**src/rtl/pbus_pkg.sv**
```systemverilog
package pbus_pkg;

  localparam int SU_W = 5;
  localparam int ST_W = 6;
  localparam int HD_W = 4;
  localparam int GP_W = 2;

  typedef enum logic [1:0] {
    PH_IDLE   = 2'd0,
    PH_SETUP  = 2'd1,
    PH_STROBE = 2'd2,
    PH_HOLD   = 2'd3
  } phase_e;

  typedef struct packed {
    logic [SU_W-1:0] wr_setup;
    logic [ST_W-1:0] wr_strobe;
    logic [HD_W-1:0] wr_hold;
    logic [SU_W-1:0] rd_setup;
    logic [ST_W-1:0] rd_strobe;
    logic [HD_W-1:0] rd_hold;
    logic [GP_W-1:0] gap;
  } timing_t;

  localparam timing_t TIMING_RST = '{
    wr_setup:  SU_W'(0),
    wr_strobe: ST_W'(2),
    wr_hold:   HD_W'(2),
    rd_setup:  SU_W'(0),
    rd_strobe: ST_W'(1),
    rd_hold:   HD_W'(1),
    gap:       GP_W'(0)
  };

  // strobe and hold phases last at least one cycle
  function automatic timing_t clamp_timing(input timing_t t);
    timing_t c;
    c = t;
    if (t.wr_strobe == '0) c.wr_strobe = ST_W'(1);
    if (t.rd_strobe == '0) c.rd_strobe = ST_W'(1);
    if (t.wr_hold == '0)   c.wr_hold   = HD_W'(1);
    if (t.rd_hold == '0)   c.rd_hold   = HD_W'(1);
    return c;
  endfunction

endpackage

```
**src/rtl/pbus_rst_sync.sv**
```systemverilog
module pbus_rst_sync #(
  parameter int STAGES = 2
) (
  input  logic clk,
  input  logic rst_n,
  output logic rst_sync_n
);

  logic [STAGES-1:0] sh_q;
  logic [STAGES-1:0] sh_d;

  always_comb begin
    sh_d = {sh_q[STAGES-2:0], 1'b1};
  end

  always_ff @(posedge clk or negedge rst_n) begin
    if (!rst_n) sh_q <= '0;
    else        sh_q <= sh_d;
  end

  assign rst_sync_n = sh_q[STAGES-1];

endmodule

```
**src/rtl/pbus_timing_reg.sv**
```systemverilog
module pbus_timing_reg
  import pbus_pkg::*;
(
  input  logic    clk,
  input  logic    rst_n,
  input  logic    load_en,
  input  timing_t cfg_i,
  output timing_t tim_o
);

  timing_t tim_q;
  timing_t tim_d;

  always_comb begin
    tim_d = tim_q;
    if (load_en) tim_d = cfg_i;
  end

  always_ff @(posedge clk or negedge rst_n) begin
    if (!rst_n) tim_q <= TIMING_RST;
    else        tim_q <= tim_d;
  end

  assign tim_o = tim_q;

endmodule

```
**src/rtl/pbus_phase_ctrl.sv**
```systemverilog
module pbus_phase_ctrl
  import pbus_pkg::*;
#(
  parameter int CW = ST_W
) (
  input  logic    clk,
  input  logic    rst_n,
  input  logic    req_valid,
  input  logic    req_write,
  input  timing_t cfg_c,
  input  timing_t tim,
  output logic    req_ready,
  output logic    accept,
  output phase_e  phase_o,
  output logic    wr_o,
  output logic    cap_en,
  output logic    done_o
);

  phase_e          phase_q, phase_d;
  logic [CW-1:0]   cnt_q, cnt_d;
  logic [GP_W-1:0] gap_q, gap_d;
  logic            last_rd_q, last_rd_d;
  logic            wr_q, wr_d;
  logic            done_q, done_d;

  logic            hold_last;
  logic            chain_ok;
  logic            idle_ok;
  logic [CW-1:0]   first_su;
  logic [CW-1:0]   first_st;
  logic [CW-1:0]   run_st;
  logic [CW-1:0]   run_hd;

  assign hold_last = (phase_q == PH_HOLD) && (cnt_q == '0);
  assign chain_ok  = hold_last && !wr_q && !req_write;
  assign idle_ok   = (phase_q == PH_IDLE) &&
                     ((gap_q == '0) || (last_rd_q && !req_write));
  assign req_ready = idle_ok || chain_ok;
  assign accept    = req_valid && req_ready;

  assign first_su = req_write ? CW'(cfg_c.wr_setup)  : CW'(cfg_c.rd_setup);
  assign first_st = req_write ? CW'(cfg_c.wr_strobe) : CW'(cfg_c.rd_strobe);
  assign run_st   = wr_q ? CW'(tim.wr_strobe) : CW'(tim.rd_strobe);
  assign run_hd   = wr_q ? CW'(tim.wr_hold)   : CW'(tim.rd_hold);

  always_comb begin
    phase_d   = phase_q;
    cnt_d     = cnt_q;
    gap_d     = gap_q;
    last_rd_d = last_rd_q;
    wr_d      = wr_q;
    done_d    = 1'b0;
    unique case (phase_q)
      PH_IDLE: begin
        if (gap_q != '0) gap_d = gap_q - 1'b1;
      end
      PH_SETUP: begin
        if (cnt_q == '0) begin
          phase_d = PH_STROBE;
          cnt_d   = run_st - 1'b1;
        end else begin
          cnt_d = cnt_q - 1'b1;
        end
      end
      PH_STROBE: begin
        if (cnt_q == '0) begin
          phase_d = PH_HOLD;
          cnt_d   = run_hd - 1'b1;
          done_d  = 1'b1;
        end else begin
          cnt_d = cnt_q - 1'b1;
        end
      end
      PH_HOLD: begin
        if (cnt_q == '0) begin
          phase_d   = PH_IDLE;
          gap_d     = tim.gap;
          last_rd_d = !wr_q;
        end else begin
          cnt_d = cnt_q - 1'b1;
        end
      end
      default: phase_d = PH_IDLE;
    endcase
    if (accept) begin
      wr_d  = req_write;
      gap_d = '0;
      if (first_su == '0) begin
        phase_d = PH_STROBE;
        cnt_d   = first_st - 1'b1;
      end else begin
        phase_d = PH_SETUP;
        cnt_d   = first_su - 1'b1;
      end
    end
  end

  always_ff @(posedge clk or negedge rst_n) begin
    if (!rst_n) begin
      phase_q   <= PH_IDLE;
      cnt_q     <= '0;
      gap_q     <= '0;
      last_rd_q <= 1'b0;
      wr_q      <= 1'b0;
      done_q    <= 1'b0;
    end else begin
      phase_q   <= phase_d;
      cnt_q     <= cnt_d;
      gap_q     <= gap_d;
      last_rd_q <= last_rd_d;
      wr_q      <= wr_d;
      done_q    <= done_d;
    end
  end

  assign phase_o = phase_q;
  assign wr_o    = wr_q;
  assign cap_en  = (phase_q == PH_STROBE) && (cnt_q == '0) && !wr_q;
  assign done_o  = done_q;


  done_in_hold_chk: assert property (@(posedge clk) disable iff (!rst_n)
    done_q |-> (phase_q == PH_HOLD));


  gap_blocks_write_chk: assert property (@(posedge clk) disable iff (!rst_n)
    (phase_q == PH_HOLD && cnt_q == '0 && tim.gap != '0 && req_write) |=> !req_ready);

endmodule

```
**src/rtl/pbus_bus_drv.sv**
```systemverilog
module pbus_bus_drv
  import pbus_pkg::*;
#(
  parameter int DW = 8
) (
  input  logic          clk,
  input  logic          rst_n,
  input  logic          accept,
  input  logic          req_ale,
  input  logic [DW-1:0] req_wdata,
  input  phase_e        phase,
  input  logic          wr,
  input  logic          cap_en,
  input  logic [DW-1:0] bus_data_i,
  output logic [DW-1:0] bus_data_o,
  output logic          bus_data_oe,
  output logic          bus_ale,
  output logic          bus_dir,
  output logic          bus_cs_n,
  output logic          bus_wr_n,
  output logic          bus_rd_n,
  output logic [DW-1:0] rdata
);

  logic          ale_q, ale_d;
  logic [DW-1:0] wdata_q, wdata_d;
  logic [DW-1:0] rdata_q, rdata_d;
  logic          active;
  logic          in_strobe;

  always_comb begin
    ale_d   = ale_q;
    wdata_d = wdata_q;
    rdata_d = rdata_q;
    if (accept) begin
      ale_d   = req_ale;
      wdata_d = req_wdata;
    end
    if (cap_en) rdata_d = bus_data_i;
  end

  always_ff @(posedge clk or negedge rst_n) begin
    if (!rst_n) begin
      ale_q   <= 1'b0;
      wdata_q <= '0;
      rdata_q <= '0;
    end else begin
      ale_q   <= ale_d;
      wdata_q <= wdata_d;
      rdata_q <= rdata_d;
    end
  end

  assign active      = (phase != PH_IDLE);
  assign in_strobe   = (phase == PH_STROBE);
  assign bus_cs_n    = !active;
  assign bus_ale     = active && ale_q;
  assign bus_dir     = active && wr;
  assign bus_data_oe = active && wr;
  assign bus_data_o  = (active && wr) ? wdata_q : '0;
  assign bus_wr_n    = !(in_strobe && wr);
  assign bus_rd_n    = !(in_strobe && !wr);
  assign rdata       = rdata_q;


  wr_data_stable_chk: assert property (@(posedge clk) disable iff (!rst_n)
    (!bus_cs_n && $past(!bus_cs_n) && bus_dir && $past(bus_dir)) |-> $stable(bus_data_o));


  rd_released_chk: assert property (@(posedge clk) disable iff (!rst_n)
    !bus_rd_n |-> (!bus_data_oe && !bus_dir));

endmodule

```
**src/rtl/pbus_access_seq.sv**
```systemverilog
module pbus_access_seq
  import pbus_pkg::*;
#(
  parameter int DW = 8
) (
  input  logic            clk,
  input  logic            rst_n,
  input  logic [SU_W-1:0] cfg_wr_setup,
  input  logic [ST_W-1:0] cfg_wr_strobe,
  input  logic [HD_W-1:0] cfg_wr_hold,
  input  logic [SU_W-1:0] cfg_rd_setup,
  input  logic [ST_W-1:0] cfg_rd_strobe,
  input  logic [HD_W-1:0] cfg_rd_hold,
  input  logic [GP_W-1:0] cfg_gap,
  input  logic            req_valid,
  output logic            req_ready,
  input  logic            req_write,
  input  logic            req_ale,
  input  logic [DW-1:0]   req_wdata,
  output logic            rsp_done,
  output logic [DW-1:0]   rsp_rdata,
  output logic [DW-1:0]   bus_data_o,
  output logic            bus_data_oe,
  input  logic [DW-1:0]   bus_data_i,
  output logic            bus_ale,
  output logic            bus_dir,
  output logic            bus_cs_n,
  output logic            bus_wr_n,
  output logic            bus_rd_n
);

  localparam int CW = (ST_W > SU_W) ? ST_W : SU_W;

  logic    srst_n;
  timing_t cfg_raw;
  timing_t cfg_c;
  timing_t tim;
  logic    accept;
  phase_e  phase;
  logic    wr;
  logic    cap_en;

  assign cfg_raw = '{
    wr_setup:  cfg_wr_setup,
    wr_strobe: cfg_wr_strobe,
    wr_hold:   cfg_wr_hold,
    rd_setup:  cfg_rd_setup,
    rd_strobe: cfg_rd_strobe,
    rd_hold:   cfg_rd_hold,
    gap:       cfg_gap
  };
  assign cfg_c = clamp_timing(cfg_raw);

  pbus_rst_sync #(.STAGES(2)) rst_sync_i (
    .clk        (clk),
    .rst_n      (rst_n),
    .rst_sync_n (srst_n)
  );

  pbus_timing_reg timing_i (
    .clk     (clk),
    .rst_n   (srst_n),
    .load_en (accept),
    .cfg_i   (cfg_c),
    .tim_o   (tim)
  );

  pbus_phase_ctrl #(.CW(CW)) ctrl_i (
    .clk       (clk),
    .rst_n     (srst_n),
    .req_valid (req_valid),
    .req_write (req_write),
    .cfg_c     (cfg_c),
    .tim       (tim),
    .req_ready (req_ready),
    .accept    (accept),
    .phase_o   (phase),
    .wr_o      (wr),
    .cap_en    (cap_en),
    .done_o    (rsp_done)
  );

  pbus_bus_drv #(.DW(DW)) drv_i (
    .clk         (clk),
    .rst_n       (srst_n),
    .accept      (accept),
    .req_ale     (req_ale),
    .req_wdata   (req_wdata),
    .phase       (phase),
    .wr          (wr),
    .cap_en      (cap_en),
    .bus_data_i  (bus_data_i),
    .bus_data_o  (bus_data_o),
    .bus_data_oe (bus_data_oe),
    .bus_ale     (bus_ale),
    .bus_dir     (bus_dir),
    .bus_cs_n    (bus_cs_n),
    .bus_wr_n    (bus_wr_n),
    .bus_rd_n    (bus_rd_n),
    .rdata       (rsp_rdata)
  );


  done_pulse_chk: assert property (@(posedge clk) disable iff (!srst_n)
    rsp_done |=> !rsp_done);


  rdata_on_done_chk: assert property (@(posedge clk) disable iff (!srst_n)
    !$stable(rsp_rdata) |-> rsp_done);


  ready_low_strobe_chk: assert property (@(posedge clk) disable iff (!srst_n)
    (!bus_wr_n || !bus_rd_n) |-> !req_ready);


  wr_hold_min_chk: assert property (@(posedge clk) disable iff (!srst_n)
    $rose(bus_wr_n) |-> !bus_cs_n);


  rd_hold_min_chk: assert property (@(posedge clk) disable iff (!srst_n)
    $rose(bus_rd_n) |-> !bus_cs_n);


  strobe_in_cs_chk: assert property (@(posedge clk) disable iff (!srst_n)
    (!bus_wr_n || !bus_rd_n) |-> !bus_cs_n);

endmodule

```
**config.mk**
```make
export PLATFORM = sky130hd
export DESIGN_NAME = pbus_access_seq
export DESIGN_NICKNAME = d
export VERILOG_FILES = /design/src/rtl/pbus_pkg.sv /design/src/rtl/pbus_rst_sync.sv /design/src/rtl/pbus_timing_reg.sv /design/src/rtl/pbus_phase_ctrl.sv /design/src/rtl/pbus_bus_drv.sv /design/src/rtl/pbus_access_seq.sv
export SDC_FILE = /design/constraint.sdc
export NUM_CORES = 1
export LEC_CHECK = 0
export BUFFER_PORTS_ARGS = -buffer_cell sky130_fd_sc_hd__buf_4
export CELL_PAD_IN_SITES_DETAIL_PLACEMENT = 1
export CELL_PAD_IN_SITES_GLOBAL_PLACEMENT = 1
export CORE_ASPECT_RATIO = 1.25
export CORE_MARGIN = 8
export CORE_UTILIZATION = 41
export CTS_BUF_LIST = sky130_fd_sc_hd__clkbuf_2 sky130_fd_sc_hd__clkbuf_4 sky130_fd_sc_hd__clkbuf_8
export DETAILED_ROUTE_END_ITERATION = 6
export GPL_ROUTABILITY_DRIVEN = 0
export PLACE_DENSITY_LB_ADDON = 0.1
export SYNTH_ARGS = -nofsm -noshare
export SYNTH_HDL_FRONTEND = slang
export SYNTH_SLANG_ARGS = --single-unit
```
**constraint.sdc**
```tcl
create_clock -name clk -period 1.9 [get_ports clk]
set_clock_uncertainty 0.1 [all_clocks]
set_input_delay 0.38 -clock clk [delete_from_list [all_inputs] [get_ports clk]]
set_output_delay 0.38 -clock clk [all_outputs]
set_load 0.02 [all_outputs]
```
==> out/summary.md, run 1 <==
In the synthesized netlist the async set-or-reset flop fraction comes to 100%. The path type of the worst min-delay path is reg2async. The Yosys step of the flow raised 0 warnings. The run gives 0.0111 sq mm as the die outline area. TritonCTS built the clock tree. The horizontal extent of the die works out to 95.8 microns.

Clock latency on the worst-skew pair, taken at its later pin, is 0.33 ns. The clock tree synthesis step divided the H-tree into 2 levels. After synthesis, flip-flops and latches occupy 41.6% of the total area. At the placement stage, the worst setup path has a slack of -0.356 ns. The first-pass GRT wire length is 23000 microns. The number of distinct library cell variants in the gate-level netlist after synthesis came out at 58. The number of ports placed on the die boundary is 77, and the final count of hold timing violations is 0. For the clock buffer count from CTS, the log shows 5. Setup repair after global routing could not meet its margin everywhere.

The global-route total usage across every layer is 27.6%, and the estimated wirelength of the detail-placed design is 8490 microns. The count of state elements after synthesis works out to 54. Counting every instance in the synthesized netlist gives 373. The minimum clock period after layout works out to 2.42 ns.

The leakage dissipation came out at 2.55 nW. The total via count in the routed design was 3942; the pin count of the biggest net entering global routing was 26. In this run, the number of DRC markers left after iteration 0 of detailed routing was 357. The cell sitting at the root of the clock tree is a clkbuf_8.

The leading cell type in the layout, fill and taps excluded is buf_4. The chip height is 116 microns. In the synthesized netlist the dominant register cell turns out to be dfrtp_1.

The detail route stage leaves a number of antenna-violating nets equal to 0. For the max-slew violation count, the log shows 0. For this run, design rule violations remaining after detail routing come to 0. The post-synth net total was 436.

The largest vdd supply drop was 0.904 mV. Once the floorplan was initialized, standard cells occupied 42.1% of the core. The flow ran to the end, but the final reports show violations. Synthesized area per cell: 8.74 sq um. The checks that failed: negative setup slack. Clock-pin slew was measured on the worst setup and hold paths at 0.12 ns. Compared with the post-synthesis result, the final layout area differs by 65.7%. The total congestion overflow after global routing came out at 0.

The floorplan step defined a core boundary enclosing 0.00775 sq mm. The number of buffers added on ports was 76; the number of core rows was 36. Measured against its own limit, the worst slew margin works out to 60.4%. The initial antenna violation count is 0, and the max-cap violation count is 0. The first detailed-routing pass ran for 5 iterations. The average detailed-routed wire length per instance is 29.7 microns, and the fraction of layout instances using a drive strength above 1 is 50.5%.

The tools report the final critical-path setup slack as -0.523 ns. Data on the critical path is required at its endpoint by 2.01 ns. Power spread over the standard cell area amounts to 1370 mW/mm^2.

The critical path arrival came out at 2.54 ns. Dividing the detail-routed via count by the number of cells gives 6.24. The largest driver fanout on the critical path came out at 6.

The worst setup path is of the reg2reg kind. In the layout the commonest cells are buf_4 (133), nand2_1 (89), dfrtp_1 (46). The synthesized design contains 0 enable-type register cells. For this run, the top clock speed supported by timing is 413 MHz. Power comes to 7.42 mW. The number of global-route vias before repair is 4214. STA classifies the critical path endpoint as a flip-flop.

The worst-margin pin slew is 0.590 ns, and the clock tree buffer depth is 2. The tools report the wire length after detailed routing as 18700 microns. CTS saw 54 sinks.

In the final design database the tool counted 599 nets. 0 antenna diodes ended up in the layout. STA classifies the critical path startpoint as a flip-flop. After layout, the worst path uses 128% of the clock period. The netlist area before placement is 0.00326 sq mm. Setup violations remaining at the end of the flow were counted as 64.
## area by class of cell
type,count,area (sq um)
clock buffer,5,68.8
clock inverter,3,47.5
fill,833,2350
inverter,12,50.0
multi-input combinational,289,2160
sequential,54,1360
tap,95,119
timing repair buffer,174,1600
## path summary, 6_finish.rpt
| check | startpoint | slack, ns | depth (start not counted) | endpoint |
|---|---|---|---|---|
| max in group asynchronous | rst_sync_i.sh_q[1] | 1.03 | 1 | timing_i.tim_o[6] |
| worst min register to register | rst_sync_i.sh_q[1] | 0.05 | 0 | drv_i.wdata_q[1] |
| worst max register to register | ctrl_i.cnt_q[3] | -0.52 | 9 | ctrl_i.cnt_q[3] |
| worst min-delay path | rst_sync_i.sh_q[1] | 0.05 | 0 | drv_i.wdata_q[1] |
| worst max-delay path | ctrl_i.cnt_q[3] | -0.52 | 9 | ctrl_i.cnt_q[3] |
| min in group clk | req_wdata[1] | 0.14 | 3 | drv_i.wdata_q[1] |
## registers in the layout, indices dropped and copies added, names as in the netlist
register and count:
ctrl_i.wr_o 1, drv_i.ale_q 1, ctrl_i.last_rd_q 1, drv_i.rdata 8, ctrl_i.done_o 1, drv_i.wdata_q 8
rst_sync_i.sh_q 2, ctrl_i.gap_q 2, ctrl_i.phase_o 2, ctrl_i.cnt_q 6, timing_i.tim_o 22
## kinds of logic after synthesis
family | after synthesis | synth area share, %
other cells | 1 | 0.115
simple gates | 179 | 26.3
xor+xnor | 12 | 3.22
fa+ha+maj | 10 | 3.84
flops | 54 | 41.6
buf+inv | 30 | 4.37
mux | 21 | 6.83
compound gates | 66 | 13.7
## timing repair
action                                  in CTS  in global routing
setup buffers                               15                 12
hold buffers                                 1                  0
cloned                                       5                  0
endpoints found under the setup margin      58                 65
gates resized for setup                     83                 41
hold endpoints to repair                     2                  0
pin swaps                                   20                 15
## synthesized netlist by cell type (all sizes together) (2+ instances only)
| cell type | number | area [sq um] |
|---|---|---|
| nor2b | 5 | 31.3 |
| a21o | 2 | 15.0 |
| xor2 | 3 | 26.3 |
| mux2 | 10 | 113 |
| nand3 | 6 | 35.0 |
| nor3 | 19 | 100 |
| nor4 | 5 | 67.6 |
| buf | 14 | 82.6 |
| clkbuf | 4 | 15.0 |
| o211ai | 2 | 15.0 |
| ha | 10 | 125 |
| nor3b | 2 | 15.0 |
| a31oi | 3 | 18.8 |
| o31ai | 3 | 27.5 |
| a211oi | 3 | 22.5 |
| xnor2 | 9 | 78.8 |
| a221oi | 2 | 35.0 |
| o21a | 2 | 15.0 |
| nand4 | 2 | 12.5 |
| and2 | 9 | 56.3 |
| a32oi | 2 | 17.5 |
| inv | 12 | 45.0 |
| a22oi | 3 | 22.5 |
| o21ai | 16 | 83.8 |
| nor2 | 30 | 129 |
| nand2 | 94 | 360 |
| a311oi | 2 | 17.5 |
| or4 | 2 | 15.0 |
| dfrtp | 50 | 1250 |
| a21oi | 19 | 95.1 |
| dfstp | 4 | 105 |
| mux2i | 11 | 110 |
| or3 | 2 | 12.5 |
## routing by layer
layer	vias up	wire length (microns)	global-route usage (%)
met5	-	0	0
met4	0	1280	15.5
met3	96	1230	4.41
met2	285	9800	52.1
met1	1952	6430	27.6
li1	1609	-	-
## report_power, final
part	switching, mW	leakage, nW	internal (mW)
combinational	2.47	1.81	1.91
clock	0.467	0.0591	0.404
sequential	0.548	0.680	1.62
## metrics by stage
stage / hold slack (ns) / TNS, ns / util, % / cells / cell area (sq um)
2_1_floorplan: -0.0156 / -0.150 / - / 373 / 3320
5_1_grt: 0.0713 / -20.91 / 69.7 / 632 / 5400
6_report: 0.0524 / -18.93 / 69.7 / 632 / 5400
3_5_place_dp: 0.0448 / -2.02 / 57.6 / 593 / 4470
3_3_place_gp: 0.0472 / -1.04 / 57.6 / 593 / 4470
4_1_cts: 0.0551 / -7.64 / 66.7 / 622 / 5170
## worst max-delay path, cell delays in order (launching register included)
cell,delay (ns)
dfrtp_1,0.48
nor4_4,0.39
nand3_2,0.16
buf_4,0.19
buf_4,0.15
o21ai_4,0.19
buf_8,0.18
buf_4,0.12
a311oi_2,0.05
a22oi_2,0.30
No activity file was read; power rests on OpenSTA's default activity.
==> run 2, diff against run 1 <==
--- a/config.mk
+++ b/config.mk
@@ -5,14 +5,15 @@
 export SDC_FILE = /design/constraint.sdc
 export NUM_CORES = 1
 export LEC_CHECK = 0
-export BUFFER_PORTS_ARGS = -buffer_cell sky130_fd_sc_hd__buf_4
+export ABC_AREA = 1
 export CELL_PAD_IN_SITES_DETAIL_PLACEMENT = 1
 export CELL_PAD_IN_SITES_GLOBAL_PLACEMENT = 1
 export CORE_ASPECT_RATIO = 1.25
 export CORE_MARGIN = 8
-export CORE_UTILIZATION = 41
+export CORE_UTILIZATION = 45
 export CTS_BUF_LIST = sky130_fd_sc_hd__clkbuf_2 sky130_fd_sc_hd__clkbuf_4 sky130_fd_sc_hd__clkbuf_8
 export DETAILED_ROUTE_END_ITERATION = 6
+export DONT_BUFFER_PORTS = 1
 export GPL_ROUTABILITY_DRIVEN = 0
 export PLACE_DENSITY_LB_ADDON = 0.1
 export SYNTH_ARGS = -nofsm -noshare
==> run 2 against run 1 <==
The flow still finishes with violations (negative setup slack). Utilization is 8.5 points lower. Non-clock buffer count is 107 lower. Clock power is 14% lower. Critical path type is now reg2out.
==> out/summary.md, run 2 <==
The area of the core was 0.00723 sq mm (was 0.00775 sq mm); the largest vdd supply drop was 1.14 mV (was 0.904 mV). The leading cell type by number of instances after synthesis is nand2_1 (unchanged). The count of state elements after synthesis is 54 (unchanged).

The number of ports placed on the die boundary was 77 (unchanged). The clock tree buffer depth was 2 (unchanged); the minimum clock period after layout was 2.14 ns (was 2.42 ns). The die outline area was 0.0103 sq mm (was 0.0111 sq mm).

The post-synth net total is 497 (was 436). The run gives 5 (unchanged) as the clock buffer count from CTS. The average detailed-routed wire length per instance was 20.1 microns (was 29.7 microns).

The tools report the number of distinct library cell variants in the gate-level netlist after synthesis as 34 (was 58). The synthesized netlist cell count is 434 (was 373). The register area share after synthesis is 41.4% (was 41.6%). The required time reported for the critical path endpoint came out at 1.42 ns (was 2.01 ns). The run gives 35 (was 36) as the number of core rows. The count of TritonRoute iterations in the first routing pass is 4 (was 5), and the met1 track demand over resource in global routing is 21.3% (was 27.6%). The max-cap violation count is 0 (unchanged), and the flip-flop count of the largest register after layout is 22 (unchanged).

The via density per instance was 5.39 (was 6.24); the clock transition at the registers of the reported paths was 0.11 ns (was 0.12 ns). The tools report the root buffer cell as clkbuf_8 (unchanged). The total power draw was 8.04 mW (was 7.42 mW). Failing checks: negative setup slack (unchanged). The run gives 7210 microns (was 8490 microns) as the estimated wirelength of the detail-placed design. The multi-input combinational cell area was 0.00188 sq mm (was 0.00216 sq mm). The final critical-path setup slack was -0.242 ns (was -0.523 ns). Top cells by count, synth: nand2_1 (122), inv_1 (65), dfrtp_1 (50), nor2_1 (42), o21ai_0 (33) (was nand2_1 (91), dfrtp_1 (50), nor2_1 (29), a21oi_1 (19), nor3_1 (18)).

The tools report the final count of hold timing violations as 0 (unchanged). Leading cell type in the layout, fill and taps excluded: nand2_1 (was buf_4). Flip-flop cell with the highest count after synthesis: dfrtp_1 (unchanged).

The met2 demand-to-capacity share in global routing was 36.3% (was 52.1%). TritonCTS built the clock tree. The largest driver fanout on the critical path was 8 (was 6).

Type of the worst setup path: reg2out (was reg2reg). The logs give 45.3% (was 42.1%) for the initial cell density of the core and 16400 microns (was 23000 microns) for the first-pass GRT wire length. Number of global-route vias before repair: 3396 (was 4214).

The number of buffers added on ports was 0 (was 76); the final worst-path cycle share was 113% (was 128%). The type of element launching the critical path is a flip-flop (unchanged). The synthesized area per cell is 7.54 sq um (was 8.74 sq um), and the clock sink count is 54 (unchanged).

The cell occurring most often along the worst timing path was nor2_4 (was buf_4). The headroom to the max-slew limit came out at 60.5% (was 60.4%). The busiest metal layer after global routing is met2 (unchanged). The initial antenna violation count came out at 0 (unchanged).

Async set-or-reset flop fraction in the synthesized netlist: 100% (unchanged). The path type of the worst min-delay path was in2reg (was reg2async). The fraction of layout instances using a drive strength above 1 works out to 34.1% (was 50.5%).

The endpoint type of the worst setup path was an output pin (was a flip-flop). The tools report the number of remaining DRC errors as 0 (unchanged). The number of setup violations in the final report was 43 (was 64); the routing usage on met3 was 4.71% (was 4.41%). The wire length after detailed routing was 11800 microns (was 18700 microns); the chip height was 111 microns (was 116 microns).

The max-slew violation count is 0 (unchanged), and the maximum single-stage delay on the critical path is 0.40 ns (was 0.48 ns). The tools report the pin count of the biggest net entering global routing as 39 (was 26). The tools report the critical path arrival as 1.66 ns (was 2.54 ns). The netlist area before placement came out at 0.00327 sq mm (was 0.00326 sq mm).

The fill cell total of the finished layout was 866 (was 833). The total congestion overflow after global routing is 0 (unchanged), and the number of violations reported at the end of detailed-routing iteration 0 is 104 (was 357). Critical-path cell list: inv_2 -> ha_4 -> buf_8 -> nor2_4 -> clkinvlp_4 -> buf_12 -> nor2_4 (was nor4_4 -> nand3_2 -> buf_4 -> buf_4 -> o21ai_4 -> buf_8 -> buf_4 -> a311oi_2 -> a22oi_2).

Register area: 0.00136 sq mm (about the same). The global-route total usage across every layer is 19.8% (was 27.6%), and the post-synthesis to final-layout area growth is 35.2% (was 65.7%). The cell with the largest stage delay on the worst path is dfrtp_1 (unchanged). The run finished, with violations left. The worst-margin pin slew was 0.586 ns (was 0.590 ns); the number of enable-type register cells in the synthesized netlist was 0 (unchanged). The antenna diode instance count came out at 0 (unchanged). Most frequent cells in the layout: nand2_1 (109), inv_1 (56), dfrtp_1 (48) (was buf_4 (133), nand2_1 (89), dfrtp_1 (46)).

The area fraction of the dominant cell type after synthesis was 38.2% (was 38.4%). Setup repair after global routing could not meet its margin everywhere. The clock insertion delay at the later pin of the skew report was 0.32 ns (was 0.33 ns); the power per standard cell area was 1820 mW/mm^2 (was 1370 mW/mm^2). The number of nets in the layout is 558 (was 599). The fraction of the core area covered by cells at the end of the flow is 61.2% (was 69.7%). Synth top area cells: dfrtp_1 (38%), nand2_1 (14%), inv_1 (7.5%), o21ai_0 (5.0%), nor2_1 (4.8%) (was dfrtp_1 (38%), nand2_1 (10%), ha_1 (3.8%), mux2i_1 (3.4%), nor2_1 (3.3%)).

The library cell with the largest summed area after synthesis is dfrtp_1 (unchanged). The number of nets with antenna violations after routing was 0 (unchanged); the total via count in the routed design was 3169 (was 3942). The logs give 2 (unchanged) for the H-tree depth and 2.14 nW (was 2.55 nW) for the leakage dissipation. The horizontal extent of the die is 92.3 microns (was 95.8 microns). The highest attainable clock frequency was 467 MHz (was 413 MHz); the number of synthesis warnings was 0 (unchanged).
==> run 2: changes by cell type in the layout (fill, tap and decap cells not counted), moves of 14 or more <==
cell and change:
nor2_4 +14, buf_4 -90, o21ai_0 +20, nand3_1 +19
nand2_1 +20, o21ai_2 +14, inv_1 +47, nor3_1 -14
buf_6 -17
==> run 2: report_power, final <==
group	total, mW	switching (mW)	internal [mW]
Clock	0.750	0.438	0.311
Sequential	2.05	0.376	1.68
Combinational	5.23	2.98	2.25
==> run 2: metal layers <==
layer | vias to the layer above | routed length [microns]
met5 | - | 0
met3 | 31 | 497
met4 | 0 | 410
met1 | 1576 | 4510
li1 | 1484 | -
met2 | 78 | 6410
==> run 2: timing repair <==
action	in CTS	in global routing
gates cloned	2	3
hold buffers	1	0
resized for setup	33	58
pin swaps	12	14
setup buffers	10	15
setup endpoints to repair	21	64
endpoints found under the hold margin	2	0
==> run 2: worst paths after layout <==
path                                          from                  to  slack [ns]  cells past startpoint
worst max-delay path             ctrl_i.phase_o[0]       bus_data_o[0]       -0.24                      7
worst min-delay path                    cfg_gap[0]   timing_i.tim_o[0]        0.06                      2
worst max register to register         ctrl_i.wr_o     ctrl_i.cnt_q[3]       -0.21                     14
worst min register to register  rst_sync_i.sh_q[1]  timing_i.tim_o[10]        0.09                      0
max in group asynchronous       rst_sync_i.sh_q[1]  timing_i.tim_o[18]        1.01                      1
min in group asynchronous       rst_sync_i.sh_q[1]  timing_i.tim_o[10]        0.09                      0
==> run 2: critical path, delay by kind of cell, from the launching register on <==
| family | cells | cell delay (ns) |
|---|---|---|
| fa+ha+maj | 1 | 0.16 |
| flops | 1 | 0.40 |
| buf+inv | 4 | 0.49 |
| simple gates | 2 | 0.28 |
==> run 2: stage by stage <==
| stage | setup slack, ns | setup TNS [ns] | hold slack (ns) | std cells | instance area [sq um] |
|---|---|---|---|---|---|
| finish | -0.242 | -3.62 | 0.0631 | 588 | 4430 |
| global route | -0.359 | -7.47 | 0.0516 | 588 | 4430 |
| CTS | -0.216 | -1.73 | 0.0651 | 571 | 4090 |
| detailed placement | -0.0756 | -0.292 | -0.0155 | 550 | 3690 |
| global placement | -0.0583 | -0.0912 | -0.0155 | 550 | 3690 |
| floorplan | 0.00478 | 0 | -0.0156 | 434 | 3350 |
==> run 2: kinds of logic after synthesis <==
kind of cell	share of synthesized area (%)
other	0.115
multiplexers	3.06
XOR/XNOR	1.34
adder cells (fa/ha/maj)	3.82
AND/OR/NAND/NOR	26.8
flip-flops	41.4
buffers and inverters	10.8
AO/OA/AOI/OAI	12.7
==> run 2: area by class of cell <==
| class | instances | area share, % |
|---|---|---|
| clock buffer | 6 | 1.87 |
| clock inverter | 2 | 0.452 |
| inverter | 67 | 6.11 |
| multi-input combinational | 300 | 42.5 |
| sequential | 54 | 30.7 |
| tap | 92 | 2.60 |
| timing repair buffer | 67 | 15.8 |
==> run 3, diff against run 2 <==
--- a/config.mk
+++ b/config.mk
@@ -16,6 +16,7 @@
 export DONT_BUFFER_PORTS = 1
 export GPL_ROUTABILITY_DRIVEN = 0
 export PLACE_DENSITY_LB_ADDON = 0.1
+export SETUP_SLACK_MARGIN = 0.4
 export SYNTH_ARGS = -nofsm -noshare
 export SYNTH_HDL_FRONTEND = slang
 export SYNTH_SLANG_ARGS = --single-unit
==> run 3 against run 2 <==
The flow still finishes with violations (negative setup slack). First-iteration DRC count rose to 3.4 times the previous value. Global-route usage rose by 6.2 points. Sequential share of layout area fell by 4.8 points. Hold slack got worse by 0.025 ns. Critical path type is now reg2reg.
==> out/summary.md, run 3 (same netlist as run 2, synthesis figures left out) <==
The placed cell area was 0.00381 sq mm (was 0.00369 sq mm). The flow ran to the end, but the final reports show violations. The area of the core came out at 0.00723 sq mm (unchanged). The number of violations reported at the end of detailed-routing iteration 0 was 355 (was 104); the total via count in the routed design was 3940 (was 3169). The final count of hold timing violations is 0 (unchanged), and the cell depth of the worst hold path is 2 (unchanged).

The wire length after detailed routing is 20100 microns (was 11800 microns), and the number of buffers added on ports is 0 (unchanged). For the area of all placed cells without fillers, the log shows 0.00524 sq mm (was 0.00443 sq mm). The critical path arrival came out at 2.68 ns (was 1.66 ns). The cell occurring most often along the worst timing path is nand2_1 (was nor2_4).

Chip height: 111 microns (unchanged). The run gives -0.662 ns (was -0.242 ns) as the final critical-path setup slack. The average detailed-routed wire length per instance is 33.1 microns (was 20.1 microns). The switching power total was 5.43 mW (was 3.80 mW). Power per standard cell area: 2050 mW/mm^2 (was 1820 mW/mm^2). The run gives 0 (unchanged) as the total congestion overflow after global routing. Failing checks: negative setup slack (unchanged). The type of element launching the critical path was a flip-flop (unchanged).

The logs give 77 (unchanged) for the number of ports placed on the die boundary and 5.32 mW (was 4.24 mW) for the total internal power. The run gives 0 (unchanged) as the max-cap violation count. The clock transition at the registers of the reported paths was 0.13 ns (was 0.11 ns). The number of core rows was 35 (unchanged); the clock insertion delay at the later pin of the skew report was 0.33 ns (was 0.32 ns). The count of TritonRoute iterations in the first routing pass is 4 (unchanged). The cell with the largest stage delay on the worst path was dfrtp_1 (unchanged). The clock sink count is 54 (unchanged), and the estimated wirelength of the detail-placed design is 7490 microns (was 7210 microns). The logic gate share of total power came out at 70.9% (was 65.1%). Clock tree buffer depth: 2 (unchanged). Start point of the critical path: ctrl_i.wr_o (was ctrl_i.phase_o[0]). The tools report the pin count of the biggest net entering global routing as 35 (was 39). The post-synthesis to final-layout area growth was 60.1% (was 35.2%). The net switching share of the total power was 50.5% (was 47.2%); the leakage dissipation was 2.54 nW (was 2.14 nW). The run gives 558 (was 550) as the cell count after placement. The horizontal extent of the die works out to 92.3 microns (unchanged). The maximum single-stage delay on the critical path was 0.43 ns (was 0.40 ns).

Most frequent cells in the layout: nand2_1 (73), inv_1 (54), dfrtp_1 (49) (was nand2_1 (109), inv_1 (56), dfrtp_1 (48)). The global-route total usage across every layer was 26.0% (was 19.8%). For the number of global-route vias before repair, the log shows 3906 (was 3396). The H-tree depth was 2 (unchanged); the number of buffers and inverters on the critical path was 5 (was 4). The fraction of layout instances using a drive strength above 1 is 48.1% (was 34.1%). Type of the worst setup path: reg2reg (was reg2out). The run gives 62 (was 43) as the number of setup violations in the final report. End point of the critical path: ctrl_i.cnt_q[4] (was bus_data_o[0]). The die outline area is 0.0103 sq mm (unchanged), and the largest driver fanout on the critical path is 6 (was 8). The final worst-path cycle share came out at 135% (was 113%).

Endpoint type of the worst setup path: a flip-flop (was an output pin). The logs give 2.01 ns (was 1.42 ns) for the required time reported for the critical path endpoint and 0 (unchanged) for the antenna diode instance count. The capturing point of the worst reg2reg path was ctrl_i.cnt_q[4] (was ctrl_i.cnt_q[3]).

The cell count of the worst reg-to-reg path works out to 14 (unchanged). The post-layout instance count excluding filler cells came out at 608 (was 588). The minimum clock period after layout was 2.56 ns (was 2.14 ns). The highest attainable clock frequency was 390 MHz (was 467 MHz); the power share of the sequential group was 20.9% (was 25.5%).

Path type of the worst min-delay path: in2reg (unchanged). The flip-flop count of the largest register after layout came out at 22 (unchanged). The critical path's top delay family was simple AND/OR/NAND/NOR gates (was buffers and inverters). The tools report the max-slew violation count as 0 (unchanged).

Largest vdd supply drop: 1.10 mV (was 1.14 mV). Setup repair after global routing could not meet its margin everywhere. The tools report the part of the power in the clock network as 8.2% (was 9.3%). The number of nets with antenna violations after routing is 0 (unchanged). The number of remaining DRC errors was 0 (unchanged); the worst-case hold slack was 0.0379 ns (was 0.0631 ns).

Critical-path cell list: buf_12 -> clkinvlp_4 -> buf_6 -> buf_6 -> o21ai_4 -> inv_1 -> nand4_1 -> nand3_1 -> nand2_1 -> nand2_1 -> nand2_1 -> nand2_1 -> nand2_1 -> nand2_1 (was inv_2 -> ha_4 -> buf_8 -> nor2_4 -> clkinvlp_4 -> buf_12 -> nor2_4). The post-place setup slack came out at -0.0672 ns (was -0.0756 ns). The first-pass GRT wire length was 20900 microns (was 16400 microns); the via density per instance was 6.48 (was 5.39). The fraction of the core area covered by cells at the end of the flow was 72.6% (was 61.2%). The critical register-to-register path startpoint is ctrl_i.wr_o (unchanged). TritonCTS built the clock tree. For the clock buffer count from CTS, the log shows 5 (unchanged). Leading cell type in the layout, fill and taps excluded: nand2_1 (unchanged).

Root buffer cell: clkbuf_8 (unchanged). The critical path depth in cells was 14 (was 7); the slack of the worst reg-to-reg path was -0.66 ns (was -0.21 ns). The initial cell density of the core is 45.3% (unchanged).

The number of nets in the layout was 578 (was 558); the initial antenna violation count was 0 (unchanged).
[run 3: cell count changes in the layout (fill, tap and decap cells not counted), sizes merged]
cell      before  now
bufinv         0    1
buf           64   82
clkinvlp       1    2
clkbuf         8   10
inv           67   65
[run 3: power by group through the flow]
stage	Combinational [mW]	Clock, mW	Sequential, mW
global placement	3.73	0	2.01
detailed placement	3.87	0	2.04
CTS	5.16	0.812	2.04
global route	7.81	0.893	2.27
finish	7.63	0.881	2.24
floorplan	2.71	0	1.98
[run 3: routing by layer]
metal / vias up / track usage (%) / wire [microns]
met1: 1943 / 26.0 / 6730
met5: - / 0 / 0
met2: 343 / 48.3 / 10200
li1: 1532 / - / -
met4: 0 / 14.1 / 1500
met3: 122 / 5.38 / 1700
[run 3: per-stage QoR]
| step | setup TNS, ns | power [mW] |
|---|---|---|
| after floorplan | 0 | 4.68 |
| after global placement | -0.0414 | 5.74 |
| after detailed placement | -0.221 | 5.92 |
| after CTS | -2.67 | 8.01 |
| after global routing | -15.01 | 11.0 |
| final | -12.89 | 10.8 |
[run 3: layout make-up]
class,count,area [sq um]
clock buffers,6,76.3
clock inverters,2,37.5
fillers,756,1980
inverters,67,278
multi-input cells,300,2300
flip-flops and latches,54,1360
well taps,92,115
repair buffers,87,1070
[run 3: timing repair]
item,4_1_cts,5_1_grt
endpoints found under the setup margin,65,66
resized for setup,80,138
hold endpoints to repair,2,0
hold buffers,1,0
cloned,6,4
pin swaps,13,31
setup buffers,21,10
[run 3: worst reg2reg max path, cell delays in order (launching register included)]
cell,delay [ns]
dfrtp_1,0.43
buf_12,0.13
clkinvlp_4,0.13
buf_6,0.17
buf_6,0.14
o21ai_4,0.22
inv_1,0.09
nand4_1,0.13
nand3_1,0.21
nand2_1,0.20
nand2_1,0.09
nand2_1,0.10
nand2_1,0.09
nand2_1,0.13
nand2_1,0.10
[run 3: worst min-delay path by stage]
stage                       startpoint                  to  slack (ns)
after floorplan                  rst_n  rst_sync_i.sh_q[0]       -0.02
after global placement           rst_n  rst_sync_i.sh_q[1]       -0.02
after detailed placement         rst_n  rst_sync_i.sh_q[1]       -0.02
after CTS                 req_wdata[4]    drv_i.wdata_q[4]        0.09
after global routing        cfg_gap[0]   timing_i.tim_o[0]        0.04
final                       cfg_gap[0]   timing_i.tim_o[0]        0.04
